File: src/rtl/tmr16_pkg.sv
// Package: shared register addresses, mode encoding and control layout for
// the multi-mode timer. Assumes an 8-bit register bus.
package tmr16_pkg;

    localparam int PSEL_W = 3;   // prescale code width (ratio 2^code)
    localparam int ADDR_W = 3;   // register address width

    localparam logic [ADDR_W-1:0] ADR_CTRL   = 3'd0;
    localparam logic [ADDR_W-1:0] ADR_PER_LO = 3'd1;
    localparam logic [ADDR_W-1:0] ADR_PER_HI = 3'd2;
    localparam logic [ADDR_W-1:0] ADR_CNT_LO = 3'd3;
    localparam logic [ADDR_W-1:0] ADR_CNT_HI = 3'd4;

    typedef enum logic [1:0] {
        MODE_SAW = 2'd0,
        MODE_TRI = 2'd1,
        MODE_PDM = 2'd2,
        MODE_RSV = 2'd3
    } tmr_mode_e;

    // Control byte, MSB first: psel[7:5] hold[4] shadow[3] mode[2:1] en[0]
    typedef struct packed {
        logic [PSEL_W-1:0] psel;
        logic              hold;
        logic              shadow;
        tmr_mode_e         mode;
        logic              en;
    } ctrl_t;

endpackage

File: src/rtl/tmr16_prescale.sv
// Prescaler: passes one of every 2^psel source strobes as a count tick.
// Assumes psel is a register value; the divider restarts while not running.
module tmr16_prescale #(
    parameter int PSW = 3
) (
    input  logic           clk,
    input  logic           rst_n,
    input  logic           run,
    input  logic           src_tick,
    input  logic [PSW-1:0] psel,
    output logic           tick
);
    localparam int DIVW = (1 << PSW) - 1;

    logic [DIVW-1:0] div_q;
    logic [DIVW-1:0] mask;

    // Low-bit mask of the divider that must be all ones to release a tick
    always_comb begin
        mask = (DIVW'(1) << psel) - DIVW'(1);
        tick = run && src_tick && ((div_q & mask) == mask);
    end

    // Source-strobe divider, held at zero while the timer is disabled
    always_ff @(posedge clk) begin
        if (!rst_n || !run) begin
            div_q <= '0;
        end else if (src_tick) begin
            div_q <= div_q + DIVW'(1);
        end
    end

    // A tick with a ratio above one cannot repeat on the next cycle
    AST_TICK_SPACED: assert property (@(posedge clk) disable iff (!rst_n)
        (tick && psel != '0) |=> (!tick || psel != $past(psel)));

endmodule

File: src/rtl/tmr16_count.sv
// Up / up-down counter: sawtooth wraps after reaching the period, triangle
// turns at the period and at zero. Assumes the period is a register value.
module tmr16_count #(
    parameter int CW = 16
) (
    input  logic          clk,
    input  logic          rst_n,
    input  logic          tick,
    input  logic          tri_mode,
    input  logic [CW-1:0] per,
    input  logic          wr_en,
    input  logic [CW-1:0] wr_val,
    output logic [CW-1:0] cnt,
    output logic          evt,
    output logic          boundary
);
    logic [CW-1:0] cnt_q, nxt;
    logic          up_q, nxt_up, hit, evt_q;

    // Next count, direction and zero-return flag for one tick
    always_comb begin
        nxt    = cnt_q;
        nxt_up = up_q;
        hit    = 1'b0;
        if (!tri_mode) begin
            nxt_up = 1'b1;
            if (cnt_q >= per) begin
                nxt = '0;
                hit = 1'b1;
            end else begin
                nxt = cnt_q + CW'(1);
            end
        end else if (up_q) begin
            if (cnt_q >= per) begin
                if (cnt_q <= CW'(1)) begin
                    nxt    = '0;
                    hit    = 1'b1;
                    nxt_up = 1'b1;
                end else begin
                    nxt    = cnt_q - CW'(1);
                    nxt_up = 1'b0;
                end
            end else begin
                nxt = cnt_q + CW'(1);
            end
        end else begin
            if (cnt_q <= CW'(1)) begin
                nxt    = '0;
                hit    = 1'b1;
                nxt_up = 1'b1;
            end else begin
                nxt = cnt_q - CW'(1);
            end
        end
    end

    // Counter state: bus write first, then tick; event strobe lasts one cycle
    always_ff @(posedge clk) begin
        if (!rst_n) begin
            cnt_q <= '0;
            up_q  <= 1'b1;
            evt_q <= 1'b0;
        end else begin
            evt_q <= 1'b0;
            if (wr_en) begin
                cnt_q <= wr_val;
            end else if (tick) begin
                cnt_q <= nxt;
                up_q  <= nxt_up;
                evt_q <= hit;
            end
        end
    end

    assign cnt      = cnt_q;
    assign evt      = evt_q;
    assign boundary = tick && !wr_en && hit;

    AST_EVT_AT_ZERO: assert property (@(posedge clk) disable iff (!rst_n)
        evt_q |-> (cnt_q == '0));
    AST_TRI_NO_OVERSHOOT: assert property (@(posedge clk) disable iff (!rst_n)
        (tri_mode && tick && !wr_en && cnt_q >= per && per != '0) |=> (cnt_q < $past(cnt_q)));

endmodule

File: src/rtl/tmr16_pdm.sv
// First-order sigma-delta modulator: adds the level on each tick and emits
// the carry. Assumes level is a register value.
module tmr16_pdm #(
    parameter int CW = 16
) (
    input  logic          clk,
    input  logic          rst_n,
    input  logic          tick,
    input  logic [CW-1:0] level,
    output logic          bit_out
);
    logic [CW-1:0] acc_q;
    logic          bit_q;
    logic [CW:0]   sum;

    // Accumulator plus level, with the carry in the top bit
    always_comb sum = {1'b0, acc_q} + {1'b0, level};

    // Accumulate on each tick and hold the carry until the next one
    always_ff @(posedge clk) begin
        if (!rst_n) begin
            acc_q <= '0;
            bit_q <= 1'b0;
        end else if (tick) begin
            acc_q <= sum[CW-1:0];
            bit_q <= sum[CW];
        end
    end

    assign bit_out = bit_q;

    AST_PDM_HOLD: assert property (@(posedge clk) disable iff (!rst_n)
        !tick |=> $stable(bit_q));
    AST_PDM_ZERO_LEVEL: assert property (@(posedge clk) disable iff (!rst_n)
        (tick && level == '0) |=> !bit_q);

endmodule

File: src/rtl/tmr16_regs.sv
// Register file: control byte, active/shadow period and byte holding for
// atomic 16-bit counter access. Assumes one bus access per cycle.
module tmr16_regs
    import tmr16_pkg::*;
#(
    parameter int DW = 8
) (
    input  logic            clk,
    input  logic            rst_n,
    input  logic            bus_we,
    input  logic            bus_re,
    input  logic [ADDR_W-1:0] bus_addr,
    input  logic [DW-1:0]   bus_wdata,
    output logic [DW-1:0]   bus_rdata,
    input  logic            boundary,
    input  logic [2*DW-1:0] cnt,
    output ctrl_t           ctrl,
    output logic [2*DW-1:0] per_act,
    output logic            cnt_wr_en,
    output logic [2*DW-1:0] cnt_wr_val
);
    localparam int CW = 2 * DW;

    ctrl_t         ctrl_q;
    logic [CW-1:0] act_q, shd_q;
    logic [DW-1:0] wr_hold_q, rd_hold_q;

    // Register writes, shadow transfer at a boundary, high-byte capture
    always_ff @(posedge clk) begin
        if (!rst_n) begin
            ctrl_q    <= '0;
            act_q     <= '0;
            shd_q     <= '0;
            wr_hold_q <= '0;
            rd_hold_q <= '0;
        end else begin
            if (boundary && ctrl_q.shadow) begin
                act_q <= shd_q;
            end
            if (bus_we) begin
                case (bus_addr)
                    ADR_CTRL: ctrl_q <= ctrl_t'(bus_wdata[7:0]);
                    ADR_PER_LO: begin
                        shd_q[DW-1:0] <= bus_wdata;
                        if (!ctrl_q.shadow) act_q[DW-1:0] <= bus_wdata;
                    end
                    ADR_PER_HI: begin
                        shd_q[CW-1:DW] <= bus_wdata;
                        if (!ctrl_q.shadow) act_q[CW-1:DW] <= bus_wdata;
                    end
                    ADR_CNT_HI: if (ctrl_q.hold) wr_hold_q <= bus_wdata;
                    default: ;
                endcase
            end
            if (bus_re && bus_addr == ADR_CNT_LO) begin
                rd_hold_q <= cnt[CW-1:DW];
            end
        end
    end

    // Counter load request and the merged 16-bit value
    always_comb begin
        cnt_wr_en  = 1'b0;
        cnt_wr_val = cnt;
        if (bus_we && bus_addr == ADR_CNT_LO) begin
            cnt_wr_en  = 1'b1;
            cnt_wr_val = ctrl_q.hold ? {wr_hold_q, bus_wdata} : {cnt[CW-1:DW], bus_wdata};
        end else if (bus_we && bus_addr == ADR_CNT_HI && !ctrl_q.hold) begin
            cnt_wr_en  = 1'b1;
            cnt_wr_val = {bus_wdata, cnt[DW-1:0]};
        end
    end

    // Read data multiplexer
    always_comb begin
        case (bus_addr)
            ADR_CTRL:   bus_rdata = DW'(ctrl_q);
            ADR_PER_LO: bus_rdata = act_q[DW-1:0];
            ADR_PER_HI: bus_rdata = act_q[CW-1:DW];
            ADR_CNT_LO: bus_rdata = cnt[DW-1:0];
            ADR_CNT_HI: bus_rdata = ctrl_q.hold ? rd_hold_q : cnt[CW-1:DW];
            default:    bus_rdata = '0;
        endcase
    end

    assign ctrl    = ctrl_q;
    assign per_act = act_q;

    AST_PER_HELD: assert property (@(posedge clk) disable iff (!rst_n)
        (ctrl_q.shadow && !boundary) |=> $stable(act_q));

endmodule

File: src/rtl/tmr16_core.sv
// Top: 16-bit multi-mode timer (sawtooth, triangle, pulse density) with a
// byte-wide register bus. Assumes src_tick is synchronous to clk.
module tmr16_core
    import tmr16_pkg::*;
#(
    parameter int DW = 8
) (
    input  logic              clk,
    input  logic              rst_n,
    input  logic              src_tick,
    input  logic              bus_we,
    input  logic              bus_re,
    input  logic [ADDR_W-1:0] bus_addr,
    input  logic [DW-1:0]     bus_wdata,
    output logic [DW-1:0]     bus_rdata,
    output logic              pdm_out,
    output logic              period_evt
);
    localparam int CW = 2 * DW;

    ctrl_t         ctrl;
    logic [CW-1:0] per_act, cnt, cnt_wr_val;
    logic          cnt_wr_en, pre_tick, cnt_tick, pdm_tick;
    logic          cnt_boundary, boundary, pdm_bit, is_pdm;

    // Mode steering of the prescaled tick
    always_comb begin
        is_pdm   = (ctrl.mode == MODE_PDM);
        cnt_tick = pre_tick && !is_pdm;
        pdm_tick = pre_tick && is_pdm;
        boundary = cnt_boundary || pdm_tick;
        pdm_out  = pdm_bit && is_pdm;
    end

    tmr16_regs #(.DW(DW)) u_regs (
        .clk(clk), .rst_n(rst_n),
        .bus_we(bus_we), .bus_re(bus_re), .bus_addr(bus_addr),
        .bus_wdata(bus_wdata), .bus_rdata(bus_rdata),
        .boundary(boundary), .cnt(cnt), .ctrl(ctrl), .per_act(per_act),
        .cnt_wr_en(cnt_wr_en), .cnt_wr_val(cnt_wr_val)
    );

    tmr16_prescale #(.PSW(PSEL_W)) u_pre (
        .clk(clk), .rst_n(rst_n), .run(ctrl.en), .src_tick(src_tick),
        .psel(ctrl.psel), .tick(pre_tick)
    );

    tmr16_count #(.CW(CW)) u_cnt (
        .clk(clk), .rst_n(rst_n), .tick(cnt_tick),
        .tri_mode(ctrl.mode == MODE_TRI), .per(per_act),
        .wr_en(cnt_wr_en), .wr_val(cnt_wr_val),
        .cnt(cnt), .evt(period_evt), .boundary(cnt_boundary)
    );

    tmr16_pdm #(.CW(CW)) u_pdm (
        .clk(clk), .rst_n(rst_n), .tick(pdm_tick), .level(per_act),
        .bit_out(pdm_bit)
    );

    AST_FREEZE: assert property (@(posedge clk) disable iff (!rst_n)
        (!ctrl.en && !cnt_wr_en) |=> $stable(cnt));
    AST_NO_EVT_IDLE: assert property (@(posedge clk) disable iff (!rst_n)
        !ctrl.en |=> !period_evt);
    AST_HI_HOLD: assert property (@(posedge clk) disable iff (!rst_n)
        (ctrl.hold && bus_we && bus_addr == ADR_CNT_HI && !cnt_tick) |=> $stable(cnt));

endmodule

File: config.mk
export PLATFORM = sky130hd
export DESIGN_NAME = tmr16_core
export DESIGN_NICKNAME = d
export VERILOG_FILES = /design/src/rtl/tmr16_pkg.sv /design/src/rtl/tmr16_prescale.sv /design/src/rtl/tmr16_count.sv /design/src/rtl/tmr16_pdm.sv /design/src/rtl/tmr16_regs.sv /design/src/rtl/tmr16_core.sv
export SDC_FILE = /design/constraint.sdc
export NUM_CORES = 1
export LEC_CHECK = 0
export ABC_CLOCK_PERIOD_IN_PS = 8000
export BUFFER_PORTS_ARGS = -buffer_cell sky130_fd_sc_hd__buf_2
export CAP_MARGIN = 20
export CORE_MARGIN = 3
export CORE_UTILIZATION = 35
export CTS_CLUSTER_DIAMETER = 50
export DETAILED_ROUTE_END_ITERATION = 10
export PLACE_DENSITY = 0.48
export RECOVER_POWER = 50
export SYNTH_ARGS = -nofsm -noshare
export SYNTH_HDL_FRONTEND = slang
export SYNTH_SLANG_ARGS = --single-unit
File: constraint.sdc
create_clock -name clk -period 8 [get_ports clk]
set_input_delay 0.4 -clock clk [delete_from_list [all_inputs] [get_ports clk]]
set_output_delay 0.4 -clock clk [all_outputs]
set_load 0.1 [all_outputs]
# Yosys cells after proc, flatten, opt, wreduce, memory -nomap -nowiden

Cells that the tools add are included.

Add/sub/neg operators: 5
Multiply operators: 0
Div/mod/pow operators: 0
Order comparisons: 2
Equality and inequality tests: 10
Shifts and indexed selects: 1
Multiplexer cells: 28
Bitwise operators: 4
Reduce and logical (&&, ||, !) cells: 29

Operator list:

| cell                    | count |
|---|---|
| $mux W16                | 12 |
| $mux W8                 | 5 |
| $pmux W8 S5             | 1 |
| $add A16 B16 Y17        | 1 |
| $add A16 B1 Y16 const B | 1 |
| $ge A16 B16 Y1          | 1 |
| $le A16 B1 Y1 const B   | 1 |
| $sub A16 B1 Y16 const B | 1 |
| $logic_and A1 B1 Y1     | 12 |
| $mux W1                 | 10 |
| $reduce_and A2 Y1       | 5 |
| $add A7 B1 Y7 const B   | 1 |
| $and A7 B7 Y7           | 1 |
| $eq A7 B7 Y1            | 1 |
| $shl A1 B3 Y7 const A   | 1 |
| $sub A7 B2 Y7 const B   | 1 |
| $eq A3 B2 Y1 const B    | 2 |
| $ne A3 B3 Y1 const B    | 2 |
| $reduce_and A3 Y1       | 2 |
| $logic_not A1 Y1        | 5 |
| $eq A3 B1 Y1 const B    | 1 |
| $eq A3 B3 Y1 const B    | 1 |
| $logic_not A3 Y1        | 1 |
| $not A1 Y1              | 3 |
| 6 further kinds         | 7 |

Register bits after elaboration: 98
Bits in latches: 0
Memory bits (writable): 0
Bits in read-only memories: 0
Input bits: 16
Output and inout bits: 10
Word-level logic and storage cells: 96
Memories kept: 0

# Depth between registers and ports, before layout

Word-level depth: 14
Gate-level depth with buffers: 13

# By module

A second synthesis with hierarchy kept.

Cells, all modules: 868
Area, all modules: 6834.1 µm²

Modules (own cells, without submodules):

| module         | times used | cells each | area each (µm²) | seq. area each (µm²) |
|---|---|---|---|---|
| tmr16_regs     | 1          | 373        | 3035.4          | 1121.1 |
| tmr16_count    | 1          | 290        | 2088.3          | 360.3 |
| tmr16_pdm      | 1          | 158        | 1317.5          | 340.3 |
| tmr16_prescale | 1          | 41         | 346.6           | 140.1 |
| tmr16_core     | 1          | 6          | 46.3            | 0.0 |

# Worst setup path before layout

OpenSTA, ideal clock, no wires.

Kind: input to output
From: in bus_addr[0]
To: out bus_rdata[6]
Data arrival time: 2.850 ns
Data required time: 7.600 ns
Setup slack: 4.750 ns
Stages: 5
Cells stage by stage: clkbuf_1 -> buf_1 -> buf_1 -> a31oi_1 -> o22ai_1

Longest elaborated chain between the ends: 2

Ends and longest elaborated chain:

| item                                       | line             | source |
|---|---|---|
| start: declaration                         | tmr16_core.sv:13 | `input logic [ADDR_W-1:0] bus_addr,` |
| $eq A3 B3 Y1, or another cell as far along | tmr16_regs.sv:76 | `case (bus_addr)` |
| $pmux W8 S5 *                              | tmr16_regs.sv:76 |  |
| end: declaration                           | tmr16_core.sv:15 | `output logic [DW-1:0] bus_rdata,` |

Every way passes the cells marked *; elsewhere a longest branch is shown, timed or not.

# Worst setup path in the final report

From: in rst_n
To: reg u_pre.div_q[6]

Longest elaborated chain between the ends: 2

Ends and longest elaborated chain:

| item                   | line                 | source |
|---|---|---|
| start: declaration     | tmr16_core.sv:9      | `input logic rst_n,` |
| $logic_not A1 Y1       | -                    |  |
| $logic_or A1 B1 Y1     | tmr16_prescale.sv:26 | `if (!rst_n \|\| !run) begin` |
| end signal: assignment | tmr16_prescale.sv:29 | `div_q <= div_q + DIVW'(1);` |
| end: declaration       | tmr16_prescale.sv:15 | `logic [DIVW-1:0] div_q;` |

Every way passes these cells.
A chain may end at the register's enable or synchronous reset.

==> summary.md <==
| Metric | Value |
|---|---|
| Clk pin slew, worst setup/hold paths | 0.08 ns |
| Hold path endpoint | u_regs.wr_hold_q[2] |
| # setup viols final | 0 |
| Met2 Resource Use GR | 32.1% |
| Die Wd | 144 um |
| CP max stage cell | clkbuf_1 |
| Post-layout min period | 4.41 ns |
| Pre-CTS setup slack | 4.29 ns |
| Die Ht | 144 um |
| Mapped Area | 0.00665 mm2 |
| TritonRoute pass-1 iters | 5 |
| Layout Nets | 886 |
| Setup TNS | 0 ns |
| Max Transition Viols Final | 106 |
| Cells after synthesis | around 850 |
| Core Area | around 0.018 mm2 |
| Clock Root Buffer | clkbuf_16 |
| Post-synth top area cell | dfxtp_1 |
| Num rows | just under 50 |
| Slew HR | -185% |
| Synth cell types | 70 |
| Worst path depth | 4 |
| Via Count | 6,289 |
| Postcts setup bufs | 0 |
| Yosys reg bits | 98 |
| Most frequent cells in the layout | 133 x nand2_1, 98 x dfxtp_1, 59 x nor2_1, 38 x a21boi_0, 37 x ha_1 |
| Max incr delay on CP | 2.97 ns |
| Initial Utilization | 36.3% |
| Htree depth | 3 |
| Worst VDD drop | ~0.00010 V |
| Share of cells above drive strength 1 | 7.29% |
| Top delay family on crit path | buffers and inverters |
| DR iter-0 viols | 581 |
| I/O Pins | 26 |
| CTS buffer count | 9 |
| GRT overflow | 0 |
| Critical Path AT | 4.68 ns |
| Final period utilization | 55.2% |
| CP required | 8.26 ns |
| Met1 usage | 30.5% |
| Global-route wire length before repair | 33,800 um |
| # diodes | 0 |
| ANT nets after route | 0 |
| Critical path cell sequence | buf_2, clkbuf_1, nand2_1, a21oi_1 |
| Vias/cell | 5.90 |
| Post-synthesis sequential area ratio | 29.5% |
| Failing checks | capacitance limit, slew limit |
| Dpl cell area | 0.00687 mm2 |
| Total wire length | 21,200 um |
| Sink Count | 98 |
| Latest clock arrival within the worst-skew pair | around 0.36 ns |
| Outcome | finished with violations |
| GPL Wtd Cong | 0.866 |
| Drt drc | 0 |
| Reg2reg start | u_regs.ctrl[5] |
| Slew @ Worst Pin | 4.27 ns |
| Setup crit start kind | primary input |
| Syn-to-layout area delta | 8.69% |
| Post-CTS Hold Buffers | 0 |
| Worst-path maximum fanout | 105 |
| Pwr Total | 1190 uW |
| Die area | 0.0207 mm2 |
| Gr busiest metal | met2 |
| Crit path buf inv count | 2 |
| Worst Reg2Reg Path Length in Cells | 10 |
| Hold WS | 0.262 ns |
| Share of the synthesized area in the top cell type | 29.5% |
| RSZ-0062 raised after global routing | no |
| WS Path Type | in2reg |
| Reg2reg setup slack | 4.26 ns |
| Antenna violations before repair | 0 |
| Routed length per placed instance | between 15 and 20 um |
| CTS tree | yes |
| Final instance area | 0.00723 mm2 |
| Yosys warning count | 0 |
| Post-cts resize count | 0 |
| LEAKAGE | between 0.002 and 0.003 uW |
| Number of global-route vias before repair | 5,934 |
| PwrDens | 165 mW/mm2 |
| Fmax achieved | 227 MHz |
| Endpoint class of the critical path | flip-flop |
| Final clock skew | approximately 0.011 ns |
| Met3 usage | 3.26% |
| Syn nets | 899 |
| Number of enable flip-flop cells after synthesis | 0 |
| GR Util All Layers | between 20% and 30% |
| Worst hold start | rst_n |
| Critical R2R Capture | u_regs.per_act[0] |
| Mean Syn Cell Area | 7.87 um2 |
| Synth top area cells | dfxtp_1 29%, nand2_1 7.5%, ha_1 7.0% |
| Hold Path Depth | 2 |
| Port-buffer cells | 25 |
| Max-cap violations | 1 |
| Synth async-reset ratio | 0% |
| Most common cell after layout, fill and taps aside | nand2_1 |
| HP Class | in2reg |
| Clock Tree Buf Depth | 2 |
| Largest net degree at the start of global routing | roughly 110 |
| Post-route setup slack | 3.59 ns |
| Final hold violations | 0 |
| Dpl hpwl | between 15,000 and 20,000 um |
| Ys flop type | dfxtp_1 |
## worst register-to-register path: stages (launching register included)
cell      delay (ns)
dfxtp_1         0.44
inv_1           0.12
or3_1           0.33
ha_1            0.30
o211ai_1        0.09
a41oi_1         0.17
o21ai_1         0.18
nor4b_4         0.61
o2111a_2        0.52
or2_1           0.69
a211oi_1        0.16
## area by class of cell
cell class              instances  area [um2]
multi-input cells             661        4330
fillers                      1892       11100
clock inverters                 7         124
well taps                     229         287
inverters                      28         105
clock buffers                   9         225
repair buffers                 34         199
flip-flops and latches         98        1960
## report_power, final
| part | switching [uW] | leakage [uW] | internal [uW] |
|---|---|---|---|
| clock | 219 | 0.000172 | 310 |
| combinational | 106 | 0.00161 | 50.5 |
| sequential | 12.9 | 0.000792 | 494 |
| total | 338 | 0.00258 | 855 |
## registers in the layout, indices dropped and copies added (netlist names)
| signal | count |
|---|---|
| u_cnt.up_q | 1 |
| u_pdm.bit_out | 1 |
| u_regs.wr_hold_q | 8 |
| u_cnt.cnt | 16 |
| u_regs.per_act | 16 |
| u_regs.shd_q | 16 |
| u_pre.div_q | 7 |
| u_cnt.evt | 1 |
| u_regs.ctrl | 8 |
| u_regs.rd_hold_q | 8 |
| u_pdm.acc_q | 16 |
## routing by layer
layer	up-vias	wire length, um
met4	0	394
met2	181	9300
met5	-	0
met1	3036	10400
li1	3047	-
met3	25	1120
## how the worst max path moves through the flow
stage                              start                  to
after floorplan              bus_addr[0]        bus_rdata[6]
after global placement    u_regs.ctrl[5]  u_regs.per_act[15]
after detailed placement  u_regs.ctrl[5]   u_regs.per_act[7]
after CTS                 u_regs.ctrl[5]   u_regs.per_act[7]
after global routing               rst_n      u_pre.div_q[6]
final                              rst_n      u_pre.div_q[6]
## per-stage QoR
step,util (%),cells
6_report,39.5,1066
5_1_grt,39.5,1066
4_1_cts,39.4,1065
3_5_place_dp,37.5,1049
3_3_place_gp,37.5,1049
2_1_floorplan,-,845
## kinds of logic after synthesis
logic type	Yosys count	share of synthesized area [%]
AO/OA/AOI/OAI	224	24.9
multiplexers	30	4.53
AND/OR/NAND/NOR	349	25.7
XOR/XNOR	20	2.63
adder cells (fa/ha/maj)	38	7.26
buffers and inverters	86	5.43
flip-flops	98	29.5
## Yosys cell counts, types with 6 or more instances
library cell,instances
a211oi_1,10
a211oi_2,10
a21boi_0,38
a21oi_1,23
a22oi_1,10
a31oi_1,6
and2_1,9
and3_1,9
buf_1,7
buf_2,9
clkbuf_1,37
dfxtp_1,98
ha_1,37
inv_1,28
mux2i_1,29
nand2_1,133
nand2b_1,7
nand3_1,23
nand4_1,9
nor2_1,59
nor2b_1,27
nor3_1,17
nor4_1,23
o21a_1,11
o21ai_0,34
o221ai_1,6
o22ai_1,15
or3_1,9
xnor2_1,10
xor2_1,10
Power figures use the tool's default switching activity.
